--- config.mk ---
export PLATFORM = sky130hd
export DESIGN_NAME = clk_evt_capture
export DESIGN_NICKNAME = d
export VERILOG_FILES = /design/src/rtl/clk_evt_pkg.sv /design/src/rtl/cevt_sync.sv /design/src/rtl/cevt_edge.sv /design/src/rtl/cevt_cause.sv /design/src/rtl/cevt_rdmux.sv /design/src/rtl/clk_evt_capture.sv
export SDC_FILE = /design/constraint.sdc
export NUM_CORES = 1
export LEC_CHECK = 0
export BUFFER_PORTS_ARGS = -buffer_cell sky130_fd_sc_hd__buf_2
export CAP_MARGIN = 5
export CORE_MARGIN = 1
export CORE_UTILIZATION = 55
export CTS_CLUSTER_SIZE = 16
export DETAILED_ROUTE_END_ITERATION = 7
export GPL_ROUTABILITY_DRIVEN = 0
export HOLD_SLACK_MARGIN = 0.06
export PLACE_DENSITY = 0.77
export REMOVE_ABC_BUFFERS = 1
export SYNTH_ARGS = -nofsm -noshare
export SYNTH_HDL_FRONTEND = slang
export SYNTH_HIERARCHICAL = 1
export SYNTH_SLANG_ARGS = --single-unit
--- constraint.sdc ---
create_clock -name clk_i -period 3.08 [get_ports clk_i]
set_input_delay 0.308 -clock clk_i [delete_from_list [all_inputs] [get_ports clk_i]]
set_output_delay 0.308 -clock clk_i [all_outputs]
set_load 0.05 [all_outputs]
--- src/rtl/clk_evt_pkg.sv ---
package clk_evt_pkg;
  localparam int NCH       = 4;
  localparam int AW        = 3;
  localparam int DW        = 8;
  localparam int SYNC_STG  = 2;
  localparam logic [AW-1:0] OFS_ALARM = 3'd2;
  localparam logic [AW-1:0] OFS_CAUSE = 3'd6;
  localparam logic [AW-1:0] OFS_ID    = 3'd7;

  typedef enum int {CH_PRI_LOS = 0, CH_SEC_LOS = 1, CH_HOLD = 2, CH_UNLOCK = 3} chan_e;
endpackage

--- src/rtl/cevt_sync.sv ---
module cevt_sync #(
  parameter int W   = 4,
  parameter int STG = 2
) (
  input  logic         clk_i,
  input  logic         rst_ni,
  input  logic [W-1:0] d_i,
  output logic [W-1:0] q_o
);
  logic [STG-1:0][W-1:0] pipe_q;

  always_ff @(posedge clk_i or negedge rst_ni) begin
    if (!rst_ni) pipe_q <= '0;
    else begin
      pipe_q[0] <= d_i;
      for (int s = 1; s < STG; s++) pipe_q[s] <= pipe_q[s-1];
    end
  end

  assign q_o = pipe_q[STG-1];
endmodule

--- src/rtl/cevt_edge.sv ---
module cevt_edge #(
  parameter int NCH   = 4,
  parameter int PRIME = 3
) (
  input  logic             clk_i,
  input  logic             rst_ni,
  input  logic [NCH-1:0]   lvl_i,
  output logic [2*NCH-1:0] evt_o
);
  localparam int CW = $clog2(PRIME + 1);

  logic [CW-1:0]  cnt_q;
  logic [NCH-1:0] hist_q;
  logic           primed;

  assign primed = (cnt_q == CW'(PRIME));

  // history tracks the levels during priming, so the first comparison has no false edge
  always_ff @(posedge clk_i or negedge rst_ni) begin
    if (!rst_ni) begin
      cnt_q  <= '0;
      hist_q <= '0;
    end else begin
      hist_q <= lvl_i;
      if (!primed) cnt_q <= cnt_q + 1'b1;
    end
  end

  for (genvar c = 0; c < NCH; c++) begin : g_ch
    assign evt_o[2*c]   = primed &  lvl_i[c] & ~hist_q[c];
    assign evt_o[2*c+1] = primed & ~lvl_i[c] &  hist_q[c];
  end
endmodule

--- src/rtl/cevt_cause.sv ---
module cevt_cause #(
  parameter int DW = 8
) (
  input  logic          clk_i,
  input  logic          rst_ni,
  input  logic [DW-1:0] evt_i,
  input  logic          clr_i,
  output logic [DW-1:0] cause_o
);
  logic [DW-1:0] cause_q;

  // new events override the clear
  always_ff @(posedge clk_i or negedge rst_ni) begin
    if (!rst_ni) cause_q <= '0;
    else         cause_q <= (clr_i ? '0 : cause_q) | evt_i;
  end

  assign cause_o = cause_q;
endmodule

--- src/rtl/cevt_rdmux.sv ---
module cevt_rdmux
  import clk_evt_pkg::*;
#(
  parameter int IRQ_LINE = 5
) (
  input  logic [AW-1:0]  addr_i,
  input  logic [NCH-1:0] lvl_i,
  input  logic [DW-1:0]  cause_i,
  output logic [DW-1:0]  rdata_o
);
  localparam logic [3:0] ID_NIB = 4'(IRQ_LINE);

  logic [3:0] alarm_nib;
  assign alarm_nib = {lvl_i[CH_PRI_LOS], lvl_i[CH_SEC_LOS], lvl_i[CH_HOLD], lvl_i[CH_UNLOCK]};

  always_comb begin
    case (addr_i)
      OFS_ALARM: rdata_o = {alarm_nib, 4'h0};
      OFS_CAUSE: rdata_o = cause_i;
      OFS_ID:    rdata_o = {4'h0, ID_NIB};
      default:   rdata_o = '0;
    endcase
  end
endmodule

--- src/rtl/clk_evt_capture.sv ---
module clk_evt_capture
  import clk_evt_pkg::*;
#(
  parameter int IRQ_LINE = 5
) (
  input  logic          clk_i,
  input  logic          rst_ni,
  input  logic [3:0]    status_i,
  input  logic [2:0]    addr_i,
  input  logic          rd_i,
  output logic [7:0]    rdata_o,
  output logic          irq_o
);
  localparam int PRIME = SYNC_STG + 1;

  logic [NCH-1:0]   lvl;
  logic [2*NCH-1:0] evt;
  logic [DW-1:0]    cause_q;
  logic             clr;

  assign clr = rd_i & (addr_i == OFS_CAUSE);

  cevt_sync #(.W(NCH), .STG(SYNC_STG)) u_sync (
    .clk_i(clk_i), .rst_ni(rst_ni), .d_i(status_i), .q_o(lvl)
  );

  cevt_edge #(.NCH(NCH), .PRIME(PRIME)) u_edge (
    .clk_i(clk_i), .rst_ni(rst_ni), .lvl_i(lvl), .evt_o(evt)
  );

  cevt_cause #(.DW(DW)) u_cause (
    .clk_i(clk_i), .rst_ni(rst_ni), .evt_i(evt), .clr_i(clr), .cause_o(cause_q)
  );

  cevt_rdmux #(.IRQ_LINE(IRQ_LINE)) u_rdmux (
    .addr_i(addr_i), .lvl_i(lvl), .cause_i(cause_q), .rdata_o(rdata_o)
  );

  assign irq_o = |cause_q;
endmodule

======== Word level (Yosys, flattened, before mapping) ========
Cells that the tools add are included.
operators by class
  $add $sub $neg .......................... 1
  $mul .................................... 0
  div/mod/pow operators ................... 0
  magnitude comparators ................... 0
  equal/unequal tests ..................... 4
  shifts and indexed selects .............. 0
  muxes and demuxes ....................... 2
  bitwise logic cells ..................... 26
  reductions and logical operators ........ 1
operators with widths
  operator                                                         number
  8-bit case mux with 3 select lines                               1
  1-bit bitwise AND                                                17
  8-bit two-way mux                                                1
  1-bit NOT                                                        8
  8-bit OR                                                         1
  8-bit OR reduction                                               1
  3-bit == test, second input constant                             2
  3-bit by 2-bit == test with 1-bit output, second input constant  1
  2-bit by 1-bit adder with 2-bit output, second input constant    1
  2-bit == test, second input constant                             1
storage, ports and cells
  bits in registers ....................... 22
  latch bits .............................. 0
  RAM bits ................................ 0
  bits in read-only memories .............. 0
  input bits .............................. 10
  output and inout bits ................... 9
  memories ................................ 0

======== Logic depth before layout (Yosys ltp) ========
  word-level depth ........................ 4
  mapped depth ............................ 4
  depth with buffers taken out ............ 3

======== Hierarchy ========
Netlist, hierarchy kept.
by module, submodules not included
  module           times used  cells an instance  area an instance (µm²)  seq. area each (µm²)
  cevt_edge        1           18                 277.8                   150.1
  cevt_cause       1           17                 264.0                   200.2
  cevt_sync        1           12                 230.2                   200.2
  cevt_rdmux       1           18                 112.6                   0.0
  clk_evt_capture  1           4                  26.3                    0.0

======== Worst setup path after synthesis ========
Ideal clock, no wire load.
  path kind ............................... in2out
  start ................................... input port addr_i[2]
  end ..................................... output port rdata_o[7]
  arrival time ............................ 1.180 ns
  data required time ...................... 2.772 ns
  path slack .............................. 1.592 ns
  stages .................................. 3
  cells stage by stage .................... buf_6 mux2i_1 nor2_1
between the ends
  cells in the longest elaborated chain, start to end .. 2
  elaborated cells on any way between the ends .. 4
  those cells by class .................... 3 x eq/ne; 1 x mux
RTL lines
  what                                                                              line                   source
  start, declared                                                                   clk_evt_capture.sv:9   input logic [2:0] addr_i,
  3-bit == test / 3-bit by 2-bit == test with 1-bit output (equally long branches)  cevt_rdmux.sv:17       case (addr_i)
  8-bit case mux with 3 select lines (*)                                            cevt_rdmux.sv:17
  end, declared                                                                     clk_evt_capture.sv:11  output logic [7:0] rdata_o,
Every way passes the cells marked *; elsewhere a longest branch is shown, timed or not.

======== Worst setup path after layout ========
  start ................................... register u_cause.cause_q[1], in the netlist u_cause/cause_o[1]
  end ..................................... output port irq_o
between the ends
  cells in the longest elaborated chain, start to end .. 1
RTL lines
  what                    line                   source
  start, declared         cevt_cause.sv:10       logic [DW-1:0] cause_q;
  start signal, assigned  cevt_cause.sv:15       else cause_q <= (clr_i ? '0 : cause_q) | evt_i;
  8-bit OR reduction      clk_evt_capture.sv:39  assign irq_o = |cause_q;
  end, declared           clk_evt_capture.sv:12  output logic irq_o
No other way between the ends.

==> results.md <==
- Status: finished, final reports clean
- Vias in the first global route: 519
- Tmin final: ~1.6 ns
- # setup viols final: 0
- Largest net degree at the start of global routing: 23
- Skew-Pair Late Insertion Delay: 0.28 ns
- Type of the worst setup path: flip-flop to output pin
- Post-synthesis async set-or-reset flop share: 100%
- Initial Util: approximately 60%
- CTS tree: yes
- Pwr/cell area: ~500 nW/um^2
- RSZ-0062 raised after global routing: false
- Final Slew Violations: 0
- HP Class: input pin to flip-flop
- Clk pin slew, worst setup/hold paths: ~0.10 ns
- Synth unique cells: 17
- Tcrit/Tclk final: 53.2%
- Routed Antenna Nets: 0
- Max clock buf depth: 2
- Worst path required time: 2.77 ns
- Combinational power share: 13.2%
- Rel. slew slack: 70.2%
- DIE AREA: 1820 um^2
- Critical Path AT: 1.33 ns
- DR WL/cell: 11.7 um
- H-tree levels: 1
- Number of remaining DRC errors: 0
- Peak Freq: between 600 and 700 MHz
- Diodes inserted: 0
- Clock share of power: 23.1%
- Switching share of power: 24.4%
- Net Switching: 122 uW
- HPWL after DPL: 929 um
- Critical Path Source Type: flip-flop
- Cell count after synthesis: 69
- Cell taking the most area after synthesis: dfrtp_1
- Vias: 542
- Initial antenna violation count: 0
- Vias per std cell: ~5.4
- Core area: 1520 um^2
- Cell with the most instances after synthesis: dfrtp_1
- Overall routing resource usage: 15.4%
- Die height: 42.7 um
- DRT iter0 DRCs: 7
- Final hold violations: 0
- First-pass GRT wire length: just over 2 mm
- PortBufs: 18
- TritonCTS Buffers: 3
- Most instantiated cells after synthesis: dfrtp_1, a21o_1, and3b_2, nor2_1
- Total number of yosys warnings: 6
- Pleak: between 0.0004 and 0.0005 uW
- Setup crit end kind: output pin
- Die W: 42.7 um
- Pre-antenna DRT Iters: 2
- Setup Buffers After CTS: 0
- Internal: 378 uW
- Synth Cell Area: 911 um^2
- Total grt overflow: 0
- Clk_skew: 0.00432 ns
- Number of cells after detailed placement: 97
- Top FF cell, synth: dfrtp_1
- Clock sinks: 22
- Syn Area/Cell: between 10 and 15 um^2
- Post-synth EDFFs: 0
- Peak supply drop: 0.325 mV
- IO Count: 19
- #FFs+latches synth: 22
- Yosys top cell area share: 60.4%
- Sequential Power Share: 63.7%
- Fin nets: 98
- Row count: 14
- CP Max Fanout: 3
- Max Cap Violations: 0
- Worst-Margin Slew: 0.447 ns
- Register area share after synthesis: 60.4%
- Total negative slack: 0 ns
- P&R area growth vs syn: 9.89%
- Final non-filler cell total: 101
- Top cells by area, synth: dfrtp_1, and3b_2, a21o_1, mux2i_1, buf_4
- Root Buffer: clkbuf_4
- Share of cells above drive strength 1: 38.8%
- Total Wirelength: 1.18 mm
[critical path, cell delays in order, from the launching register on]
cell and delay, ns:
dfrtp_1 0.42, nor4_1 0.33, nand2_1 0.08, buf_2 0.21
[metrics by stage]
| stage | hold WS (ns) | instance area [um^2] | power, uW | util (%) | setup slack, ns |
|---|---|---|---|---|---|
| after global placement | 0.285 | 968 | 389 | 63.5 | 1.78 |
| after detailed placement | 0.281 | 968 | 391 | 63.5 | 1.74 |
| after CTS | 0.117 | 1000 | 507 | 65.7 | 1.41 |
| after floorplan | 0.0124 | 858 | 366 | - | 1.62 |
| after global routing | 0.0977 | 1000 | 527 | 65.7 | 1.32 |
| final | 0.123 | 1000 | 500 | 65.7 | 1.44 |
[repair_timing]
item	4_1_cts	5_1_grt
endpoints found under the hold margin	22	0
gates resized for setup	0	0
hold buffers	1	0
[area by class of cell]
class                      instances  area [um^2]
sequential                        22          551
fill                             110          523
multi-input combinational         40          304
timing repair buffer              19          100
clock buffer                       3         22.5
tap                               16         20.0
inverter                           1         3.75
[logic make-up after synthesis]
family	share of synthesized area [%]
simple gates	18.4
flops	60.4
compound gates	6.59
buf+inv	6.18
mux	6.04
xor+xnor	0.962
fa+ha+maj	1.37
[power groups by stage]
stage | Sequential [uW] | Combinational [uW] | Clock, uW
2_1_floorplan | 321 | 45.8 | 0
3_3_place_gp | 324 | 65.1 | 0
3_5_place_dp | 325 | 66.2 | 0
4_1_cts | 319 | 67.2 | 121
5_1_grt | 321 | 72.0 | 134
6_report | 318 | 66.1 | 115
[metal layers]
layer,share of wire (%),wire [um],vias up,global-route usage [%]
li1,-,-,266,-
met1,49,574,256,19.7
met2,45,527,18,25.5
met3,5.2,61,2,3.83
met4,1.2,14,0,5.63
met5,0,0,-,0
[placed cells by master (no fill, tap or decap)]
cell | netlist | routed
xnor2_1 | 1 | 1
and3b_2 | 8 | 8
inv_2 | 1 | 1
dlygate4sd3_1 | 0 | 1
buf_2 | 0 | 18
nand2_1 | 2 | 2
nand2b_1 | 1 | 1
ha_1 | 1 | 1
a21o_1 | 8 | 8
dfrtp_1 | 22 | 22
mux2_4 | 1 | 1
and4b_1 | 1 | 1
clkbuf_4 | 0 | 3
nor2_1 | 8 | 8
mux2i_1 | 4 | 4
nor2b_1 | 1 | 1
nor4_1 | 2 | 2
and3_2 | 2 | 2
[sequential cells by signal, summed over array words and instances (netlist names)]
| register | cells |
|---|---|
| u_sync/pipe_q | 4 |
| u_edge/cnt_q | 2 |
| u_sync/q_o | 4 |
| u_edge/hist_q | 4 |
| u_cause/cause_o | 8 |
[final timing paths]
check,from,to,slack [ns],depth (start not counted)
max,u_cause/cause_o[1],irq_o,1.44,3
min,status_i[0],u_sync/pipe_q[0],0.12,1
max reg2reg,u_edge/cnt_q[0],u_cause/cause_o[6],1.84,3
min reg2reg,u_sync/pipe_q[3],u_sync/q_o[3],0.36,0
max in group asynchronous,rst_ni,u_edge/hist_q[2],2.27,2
min in group asynchronous,rst_ni,u_cause/cause_o[1],0.50,2
(Power assumes the default switching activity.)
